$ cat config.mk
export PLATFORM = sky130hd
export DESIGN_NAME = instret_pair
export DESIGN_NICKNAME = d
export VERILOG_FILES = /design/src/rtl/instret_pair.sv
export SDC_FILE = /design/constraint.sdc
export NUM_CORES = 1
export LEC_CHECK = 0
export BUFFER_PORTS_ARGS = -buffer_cell sky130_fd_sc_hd__buf_2
export CORE_UTILIZATION = 56
export DETAILED_ROUTE_END_ITERATION = 10
export PLACE_DENSITY = 0.8
export SYNTH_ARGS = -nofsm -noshare
export SYNTH_HDL_FRONTEND = slang
export SYNTH_SLANG_ARGS = --single-unit
$ cat constraint.sdc
create_clock -name clk -period 2.6 [get_ports clk]
set_clock_uncertainty 0.15 [all_clocks]
set_input_delay 0.39 -clock clk [delete_from_list [all_inputs] [get_ports clk]]
set_output_delay 0.39 -clock clk [all_outputs]
set_load 0.005 [all_outputs]
$ cat src/rtl/instret_pair.sv
module instret_pair #(
  parameter int XLEN   = 32,
  parameter int ADDR_W = 12,
  parameter logic [ADDR_W-1:0] LO_ADDR = 12'h040,
  parameter logic [ADDR_W-1:0] HI_ADDR = 12'h041
) (
  input  logic              clk,
  input  logic              rst_n,
  input  logic              retire_i,
  input  logic [ADDR_W-1:0] csr_addr_i,
  input  logic              csr_we_i,
  input  logic [XLEN-1:0]   csr_wdata_i,
  input  logic              csr_re_i,
  output logic [XLEN-1:0]   csr_rdata_o
);
  localparam int CNT_W = 2 * XLEN;

  logic [CNT_W-1:0] cnt_q;
  logic             wr_lo, wr_hi;

  assign wr_lo = csr_we_i && (csr_addr_i == LO_ADDR);
  assign wr_hi = csr_we_i && (csr_addr_i == HI_ADDR);

  always_ff @(posedge clk or negedge rst_n) begin
    if (!rst_n)        cnt_q <= '0;
    else if (wr_lo)    cnt_q <= {cnt_q[CNT_W-1:XLEN], csr_wdata_i};
    else if (wr_hi)    cnt_q <= {csr_wdata_i, cnt_q[XLEN-1:0]};
    else if (retire_i) cnt_q <= cnt_q + 1'b1;
  end

  assign csr_rdata_o = !csr_re_i               ? '0 :
                       (csr_addr_i == LO_ADDR) ? cnt_q[XLEN-1:0] :
                       (csr_addr_i == HI_ADDR) ? cnt_q[CNT_W-1:XLEN] : '0;

  a_r4_lo_write_keeps_hi: assert property (@(posedge clk) disable iff (!rst_n)
    wr_lo |=> (cnt_q[CNT_W-1:XLEN] == $past(cnt_q[CNT_W-1:XLEN])));

  a_r5_hi_write_keeps_lo: assert property (@(posedge clk) disable iff (!rst_n)
    wr_hi |=> (cnt_q[XLEN-1:0] == $past(cnt_q[XLEN-1:0])));

  a_r2_retire_step: assert property (@(posedge clk) disable iff (!rst_n)
    (retire_i && !wr_lo && !wr_hi) |=> (cnt_q - $past(cnt_q) == CNT_W'(1)));

  a_r9_idle_hold: assert property (@(posedge clk) disable iff (!rst_n)
    (!retire_i && !csr_we_i) |=> $stable(cnt_q));

  a_r8_quiet_read: assert property (@(posedge clk) disable iff (!rst_n)
    (!csr_re_i || (csr_addr_i != LO_ADDR && csr_addr_i != HI_ADDR)) |-> (csr_rdata_o == '0));

  a_r6_write_then_read: assert property (@(posedge clk) disable iff (!rst_n)
    (wr_lo) |=> (cnt_q[XLEN-1:0] == $past(csr_wdata_i)));
endmodule

Word-level counts from Yosys, hierarchy flattened
Cells that the tools add are included.
{ "classes": {"n_addsub": 1, "eq_ne": 3, "n_mux": 6, "bitwise": 1, "n_reduce_logical": 6} }
{ "op_table": {"columns": ["op", "n"], "rows": [
  ["32-bit 2-to-1 mux", 4],
  ["64-bit 2-to-1 mux", 2],
  ["64-bit by 1-bit adder with 64-bit output (second input constant)", 1],
  ["12-bit by 7-bit == test with 1-bit output (second input constant)", 2],
  ["2-bit AND reduction", 2],
  ["2-bit nonzero test", 2],
  ["1-bit logical AND", 2],
  ["2-bit != test (second input constant)", 1],
  ["1-bit inverter", 1]
]} }
{ "word_totals": {"reg_bits": 64, "input_bits": 49, "output_inout_bits": 32, "wordCells": 19} }

Depth between registers and ports, before layout
Gate-level depths: netlist of the first run.
{ "depth": {"ltp_word": 4, "mapped_depth": 7} }

Least setup slack after synthesis of the first run
OpenSTA, ideal clock, no wires.
{ "synth_timing": {"kind": "register to register", "start": "register cnt_q[0]", "end": "register cnt_q[28]", "arrival_ns": 1.951, "required_ns": 2.313, "slack_ns": 0.362, "path_stages_with_launch": 8, "path_buffers": 0, "period_less_slack_ns": 2.238, "path_cell_list": "dfrtp_1 -> ha_1 -> nand4_2 -> nor4_4 -> nand2_2 -> or4_1 -> xnor2_1 -> a21oi_1"} }
{ "synth_via": {"elab_chain_len": 4} }
{ "synth_rtl": {"columns": ["element", "line", "rtl"], "rows": [
  ["from (decl)", "18", "logic [CNT_W-1:0] cnt_q;"],
  ["from (signal assigned)", "26", "else if (wr_lo) cnt_q <= {cnt_q[CNT_W-1:XLEN], csr_wdata_i};"],
  ["from (signal assigned)", "27", "else if (wr_hi) cnt_q <= {csr_wdata_i, cnt_q[XLEN-1:0]};"],
  ["from (signal assigned)", "28", "else if (retire_i) cnt_q <= cnt_q + 1'b1;"],
  ["64-bit by 1-bit adder with 64-bit output", "28", null],
  ["64-bit 2-to-1 mux", "28", null],
  ["64-bit 2-to-1 mux", "27", null],
  ["32-bit 2-to-1 mux", "26", null]
]} }
Every way passes these cells. The select of a mux whose other input is x is not followed.
A chain may end at the register's enable or synchronous reset.

Worst setup path in the final report of the first run
Same ends and word-level chain as after synthesis.

==> results of run 1 <==
## metal layers
layer  vias to the layer above  GRT usage  part of all wire
met4                         0      0.176             0.034
li1                       2027          -                 -
met2                       215      0.520              0.49
met1                      2081      0.415              0.42
met5                         -          0                 0
met3                        42     0.0533             0.060
## cells in the final DEF, fill, tap and decap left out, drive strengths merged, types with 18 or more instances in the layout
cell,synthesis,layout
o21ai,43,43
nor2,63,63
mux2i,35,35
buf,13,106
nand4,30,30
xor2,29,29
nand3,30,30
dfrtp,64,64
nand2,76,76
xnor2,26,26
nor3,18,18
## metrics by stage
stage	utilization	cell area [um^2]	setup WS, ps
after floorplan	-	4350	362
after global placement	0.678	4990	210
after detailed placement	0.678	4990	149
after CTS	0.706	5200	99.7
after global routing	0.707	5210	2.31
final	0.707	5210	90.0
## where the power goes
group	internal (mW)	leakage, nW	switching [mW]
sequential	1.06	0.852	0.0994
clock	0.493	0.103	0.396
combinational	0.139	1.32	0.174
## worst reg2reg max path, cell delays in order, from the launching register on
cell	delay (ps)
sky130_fd_sc_hd__dfrtp_1	440
sky130_fd_sc_hd__ha_1	240
sky130_fd_sc_hd__nand4_2	200
sky130_fd_sc_hd__nor4_4	480
sky130_fd_sc_hd__nand2_2	170
sky130_fd_sc_hd__or4_1	460
sky130_fd_sc_hd__xnor2_1	160
sky130_fd_sc_hd__a21oi_1	80
## layout make-up
type / count / area, um^2
multi-input cells: 424 / 2620
fillers: 601 / 2160
flip-flops and latches: 64 / 1600
repair buffers: 107 / 631
clock buffers: 13 / 159
well taps: 99 / 124
clock inverters: 3 / 40.0
inverters: 9 / 33.8
## cells in the mapped netlist, types with 2 or more instances
master                     number  area, um^2
sky130_fd_sc_hd__nand4_1       26         163
sky130_fd_sc_hd__o211ai_1       4        30.0
sky130_fd_sc_hd__o21ai_0       39         195
sky130_fd_sc_hd__nand3_1       28         140
sky130_fd_sc_hd__o21ai_1        2        10.0
sky130_fd_sc_hd__xor2_1        29         254
sky130_fd_sc_hd__nor4_1         7        43.8
sky130_fd_sc_hd__buf_2         10        50.1
sky130_fd_sc_hd__nor2_1        63         236
sky130_fd_sc_hd__and2_1         5        31.3
sky130_fd_sc_hd__buf_1          3        11.3
sky130_fd_sc_hd__a21oi_1       16        80.1
sky130_fd_sc_hd__clkbuf_1      10        37.5
sky130_fd_sc_hd__nor3_1        17        85.1
sky130_fd_sc_hd__dfrtp_1       64        1600
sky130_fd_sc_hd__nand4_2        3        37.5
sky130_fd_sc_hd__xnor2_1       26         228
sky130_fd_sc_hd__inv_1          9        33.8
sky130_fd_sc_hd__nor4_2         3        37.5
sky130_fd_sc_hd__nand3_2        2        20.0
sky130_fd_sc_hd__and4_1         4        35.0
sky130_fd_sc_hd__nor4_4         3        63.8
sky130_fd_sc_hd__or3_1          3        18.8
sky130_fd_sc_hd__o21ai_2        2        17.5
sky130_fd_sc_hd__and3_1        11        68.8
sky130_fd_sc_hd__or2_2          3        18.8
sky130_fd_sc_hd__nand2_1       75         282
sky130_fd_sc_hd__mux2i_1       35         350
sky130_fd_sc_hd__nor4b_1        2        17.5
## logic make-up after synthesis
| kind of cell | Yosys count |
|---|---|
| AOI/OAI and AO/OA | 70 |
| xor gates and xnor gates | 55 |
| adders and majority gates | 1 |
| buffers and inverters | 33 |
| DFF | 64 |
| muxes | 35 |
| and+or+nand+nor | 263 |
## final timing paths
kind	to	cells past startpoint
setup / recovery	cnt_q[28]$_DFFE_PN0P_	7
hold / removal	cnt_q[32]$_DFFE_PN0P_	3
hold reg to reg	cnt_q[54]$_DFFE_PN0P_	1
max in group asynchronous	cnt_q[25]$_DFFE_PN0P_	3
setup reg to reg	cnt_q[28]$_DFFE_PN0P_	7
min in group asynchronous	cnt_q[13]$_DFFE_PN0P_	2
## repair_timing
action | CTS | global route
hold buffers | 1 | 0
endpoints found under the hold margin | 30 | 0
resized for setup | 0 | 1
endpoints found under the setup margin | 0 | 1
==> parameters.txt, run 1 <==
Parameter                              Value

Outcome
  Outcome    complete, no violations

Synthesis
  Cell Area, Synth    4350 um^2
  Cells after Synth    521
  Seq/Total Area, Yosys    0.368
  Compound-gate portion of the synthesized area    0.0891
  Cell variety after synth    46
  Average instance area after synthesis    8.35 um^2
  Main combinational cell family by area after synthesis    simple AND/OR/NAND/NOR gates
  Synthesized netlist net count    571
  Flops & latches, synth    64
  Fraction of registers with async set/reset    1.00
  Warnings from Yosys    0
  Share of synthesized cell area in full adder, half adder and majority cells    0.00288
  Share of synthesized area spent on multiplexers    0.0805
  Dominant synthesized flop cell    sky130_fd_sc_hd__dfrtp_1
  Number of enable-type register cells in the synthesized netlist    0
  Parity-gate share of the synthesized area counting xor and xnor cells    0.111
  Simple-gate share of the synthesized area    0.317

Placed design
  HPWL after detailed placement    9.30 mm
  Count of input and output buffers    80
  Placed Instances    702
  Routability-driven placement congestion ratio    0.965

Final layout
  Number of antenna diodes    0
  Fraction of final layout cells sized beyond drive strength 1    0.229
  Filler-free cell count of the finished design    719
  Net count of the finished layout    665
  Largest registers in the final layout    cnt_q (64)
  Largest Register    cnt_q
  Flip-flop count of the largest register, all copies and words added    64
  Area growth from synthesis to final layout    19.7%

Worst setup path
  Endpoint required time on the critical path    2680 ps
  Reg-to-Reg Start    cnt_q[0]$_DFFE_PN0P_
  Cell with the largest stage delay on the worst path    sky130_fd_sc_hd__nor4_4
  Crit-path leading delay family    simple AND/OR/NAND/NOR gates
  Crit path cell chain    ha_1 > nand4_2 > nor4_4 > nand2_2 > or4_1 > xnor2_1 > a21oi_1
  Data arrival at the endpoint of the critical path    2590 ps
  Worst-case register-to-register setup slack    90 ps
  CP Launch Point    cnt_q[0]$_DFFE_PN0P_
  WP buf/inv    0
  Critical path type    reg -> reg
  Slowest stage delay, CP    480 ps
  CP Launch Type    flip-flop
  Crit end category    flip-flop
  Critical path fanouts, max    6

Timing
  Final Max Tran Viols    0
  Setup repair after global routing missed its margin    no
  Transition time at the pin with the least slew margin    807 ps
  Final min period    2510 ps
  Post-route fraction of the period consumed by the critical path    0.965
  Slew headroom    0.462
  Total of endpoints with negative setup slack in the final report    0
  Total negative slack    0 ps
  Hold_ws    104 ps
  Max Fclk    398 MHz
  Number of failing hold endpoints at the final stage    0

Global routing
  Vias in the first global route    4330
  Largest net degree at the start of global routing    49
  First-pass GRT wire length    20.7 mm
  Total congestion overflow    0
  Number of antenna violations at the first check in global routing    0
  Total track usage    0.323

Drt
  Routed WL per cell    17.7 um
  Detail Route Antenna Nets    0
  Sum of routed wire length over all layers    12.7 mm
  Detail-routed via count per cell    6.07
  DRC viols    0
  Vias after detailed routing    4365
  First-pass detailed-route iteration total    5
  Drt initial violations    407

Pwr
  Worst vdd ir    438 uV
  Post-layout power    2.36 mW
  Leakage    2.28 nW
  Power per cell area    454 nW/um^2

CTS
  Buffers from clock root to sink, at most    2
  Total setup buffers inserted after CTS    0
  CTS sink count    64
  Clock buffers created by TritonCTS    9
  Clock tree from TritonCTS    yes
  Latest clock arrival within the worst-skew pair    350 ps
  Clock-pin slew on the worst setup and hold paths    70 ps
  H-tree Lvls    3
  Clk Tree Root Cell    sky130_fd_sc_hd__clkbuf_8

Job
  Number of maximum-capacitance violations    0

Floorplan
  Effective utilization at floorplan    0.590
  Die H    90.2 um
  Standard-cell row count    31
  I/O pin count    81
  Overall die area    8130 um^2
  Core area    7370 um^2
  Die W    90.2 um

Hold path
  Hold Crit Start    csr_wdata_i[0]
  Hold Crit Class    in -> reg
(Power assumes the default switching activity.)
==> run 2: changes to the inputs <==
--- a/config.mk
+++ b/config.mk
@@ -6,9 +6,9 @@
 export NUM_CORES = 1
 export LEC_CHECK = 0
 export BUFFER_PORTS_ARGS = -buffer_cell sky130_fd_sc_hd__buf_2
-export CORE_UTILIZATION = 56
+export CORE_UTILIZATION = 51
 export DETAILED_ROUTE_END_ITERATION = 10
-export PLACE_DENSITY = 0.8
+export PLACE_DENSITY = 0.77
 export SYNTH_ARGS = -nofsm -noshare
 export SYNTH_HDL_FRONTEND = slang
 export SYNTH_SLANG_ARGS = --single-unit
==> constraint.sdc (replaced) <==
create_clock -name clk -period 2.25 [get_ports clk]
set_clock_uncertainty 0.15 [all_clocks]
set_input_delay 0.3375 -clock clk [delete_from_list [all_inputs] [get_ports clk]]
set_output_delay 0.3375 -clock clk [all_outputs]
set_load 0.005 [all_outputs]
==> parameters.txt, run 2 (synthesis gave the netlist of run 1 again) <==
Parameter                              Value

Timing
  Final min period    2280 ps
  Minimum setup slack in the final design    -33.4 ps
  Post-route fraction of the period consumed by the critical path    1.01
  Transition time at the pin with the least slew margin    461 ps
  Max Fclk    438 MHz
  Final Max Tran Viols    0
  Number of failing hold endpoints at the final stage    0
  Total of endpoints with negative setup slack in the final report    1
  Slew headroom    0.689
  Setup repair after global routing missed its margin    yes
  Total negative slack    -33.4 ps

Final layout
  Net count of the finished layout    734
  Largest Register    cnt_q
  Most common cell after layout, fill and taps aside    sky130_fd_sc_hd__buf_4
  Number of antenna diodes    0
  Largest registers in the final layout    cnt_q (64)
  Flip-flop count of the largest register, all copies and words added    64
  # fillers    600
  Fraction of final layout cells sized beyond drive strength 1    0.349
  Most frequent cells in the layout    91 x sky130_fd_sc_hd__buf_4, 80 x sky130_fd_sc_hd__buf_2, 74 x sky130_fd_sc_hd__nand2_1
  Area growth from synthesis to final layout    37.2%
  Filler-free cell count of the finished design    793

Global routing
  First-pass GRT wire length    21.9 mm
  Vias in the first global route    4466
  Total congestion overflow    0
  Largest net degree at the start of global routing    65
  Number of antenna violations at the first check in global routing    0
  Total track usage    0.324

Worst setup path
  Endpoint required time on the critical path    2380 ps
  Critical path fanouts, max    4
  CP Launch Type    flip-flop
  Critical path type    reg -> reg
  Data arrival at the endpoint of the critical path    2410 ps
  Crit end category    flip-flop
  Reg-to-Reg End    cnt_q[63]$_DFFE_PN0P_
  Worst-case register-to-register setup slack    -30 ps
  Cell depth of the worst flop-to-flop path    8
  Reg-to-Reg Start    cnt_q[28]$_DFFE_PN0P_

Drt
  Vias after detailed routing    4750
  Routed WL per cell    18.4 um
  Sum of routed wire length over all layers    14.6 mm
  Drt initial violations    505
  Detail-routed via count per cell    5.99
  DRC viols    0
  Detail Route Antenna Nets    0
  First-pass detailed-route iteration total    5

Placed design
  HPWL after detailed placement    10.2 mm
  Placed Instances    758
  Count of input and output buffers    80
  Routability-driven placement congestion ratio    0.950

CTS
  Clock buffers created by TritonCTS    9
  Clk Tree Root Cell    sky130_fd_sc_hd__clkbuf_8
  Buffers from clock root to sink, at most    2
  CTS sink count    64
  Clock-pin slew on the worst setup and hold paths    80 ps
  Latest clock arrival within the worst-skew pair    360 ps
  H-tree Lvls    3
  Clock tree from TritonCTS    yes

Outcome
  Outcome    finished with violations
  Violations in the final reports    setup timing

Floorplan
  Die W    94.4 um
  Die H    94.4 um
  Effective utilization at floorplan    0.530
  Overall die area    8910 um^2
  Core area    8220 um^2
  I/O pin count    81
  Standard-cell row count    33

Hold path
  Hold Crit Start    csr_wdata_i[12]
  Hold Crit Class    in -> reg
  Hold Path Depth    3
  Endpoint, Worst Hold    cnt_q[12]$_DFFE_PN0P_

Pwr
  Switching power as a share of total power    0.281
  Post-layout power    3.08 mW
  Combinational share of power    0.197
  Clk network pwr share    0.371
  Internal power of the cells    2.22 mW
  Net switching power figure    0.866 mW
  Power per cell area    517 nW/um^2
  Leakage    2.73 nW
  Flop pwr share    0.432
  Worst vdd ir    455 uV

Job
  Number of maximum-capacitance violations    0
-- run 2: changes by cell type in the layout (fill, tap and decap cells not counted), sizes merged --
cell,change
clkbuf,-1
bufinv,+1
clkinv,-1
buf,+69
-- run 2: what timing repair did --
item	4_1_cts	5_1_grt
gates resized for setup	3	40
endpoints found under the setup margin	9	39
pin swaps	2	21
buffers inserted	1	18
hold buffers	1	0
endpoints found under the hold margin	64	0
-- run 2: metrics by stage --
stage | worst slack [ps] | instance area, um^2 | hold WS (ps) | utilization
final | -33.4 | 5970 | 41.3 | 0.727
after global routing | -107 | 5970 | 44.9 | 0.727
after CTS | -30.2 | 5650 | 49.5 | 0.688
after detailed placement | -117 | 5400 | 234 | 0.658
after global placement | -63.2 | 5400 | 233 | 0.658
after floorplan | 12.0 | 4350 | -108 | -
-- run 2: layout make-up --
type	count	area [um^2]	share of cell area
Timing Repair Buffer	176	1170	0.197
Clock inverter	3	65.1	0.0109
Tap cell	105	131	0.0220
Multi-Input combinational cell	424	2800	0.470
Clock buffer	12	155	0.0260
Sequential cell	64	1610	0.269
Inverter	9	33.8	0.00566
-- run 2: metal layers --
layer | routed length, um | track usage | vias to the layer above
met5 | 0 | 0 | -
met4 | 480 | 0.149 | 0
met3 | 1100 | 0.0467 | 53
met2 | 7100 | 0.534 | 268
met1 | 5930 | 0.419 | 2270
li1 | - | - | 2159
-- run 2: how the worst max path moves through the flow --
stage	start	to
2_1_floorplan	cnt_q[0]$_DFFE_PN0P_	cnt_q[28]$_DFFE_PN0P_
3_5_place_dp	cnt_q[4]$_DFFE_PN0P_	cnt_q[63]$_DFFE_PN0P_
6_report	cnt_q[28]$_DFFE_PN0P_	cnt_q[63]$_DFFE_PN0P_
5_1_grt	cnt_q[35]$_DFFE_PN0P_	cnt_q[59]$_DFFE_PN0P_
4_1_cts	cnt_q[11]$_DFFE_PN0P_	cnt_q[60]$_DFFE_PN0P_
3_3_place_gp	cnt_q[2]$_DFFE_PN0P_	cnt_q[63]$_DFFE_PN0P_
-- run 2: worst max-delay path, cell delays in order, from the launching register on --
cell and delay, ps:
sky130_fd_sc_hd__dfrtp_1 410, sky130_fd_sc_hd__nand4_1 250, sky130_fd_sc_hd__buf_4 230, sky130_fd_sc_hd__nor2_1 160
sky130_fd_sc_hd__nand4_1 140, sky130_fd_sc_hd__buf_4 180, sky130_fd_sc_hd__nor3_4 250, sky130_fd_sc_hd__and4_4 270
sky130_fd_sc_hd__mux2i_1 170
-- run 2: power groups by stage --
stage	Sequential, mW	Clock [mW]	Combinational (mW)
after global placement	1.31	0	0.488
final	1.33	1.14	0.607
after CTS	1.30	1.14	0.517
after floorplan	1.33	0	0.219
after global routing	1.34	1.21	0.659
after detailed placement	1.32	0	0.513
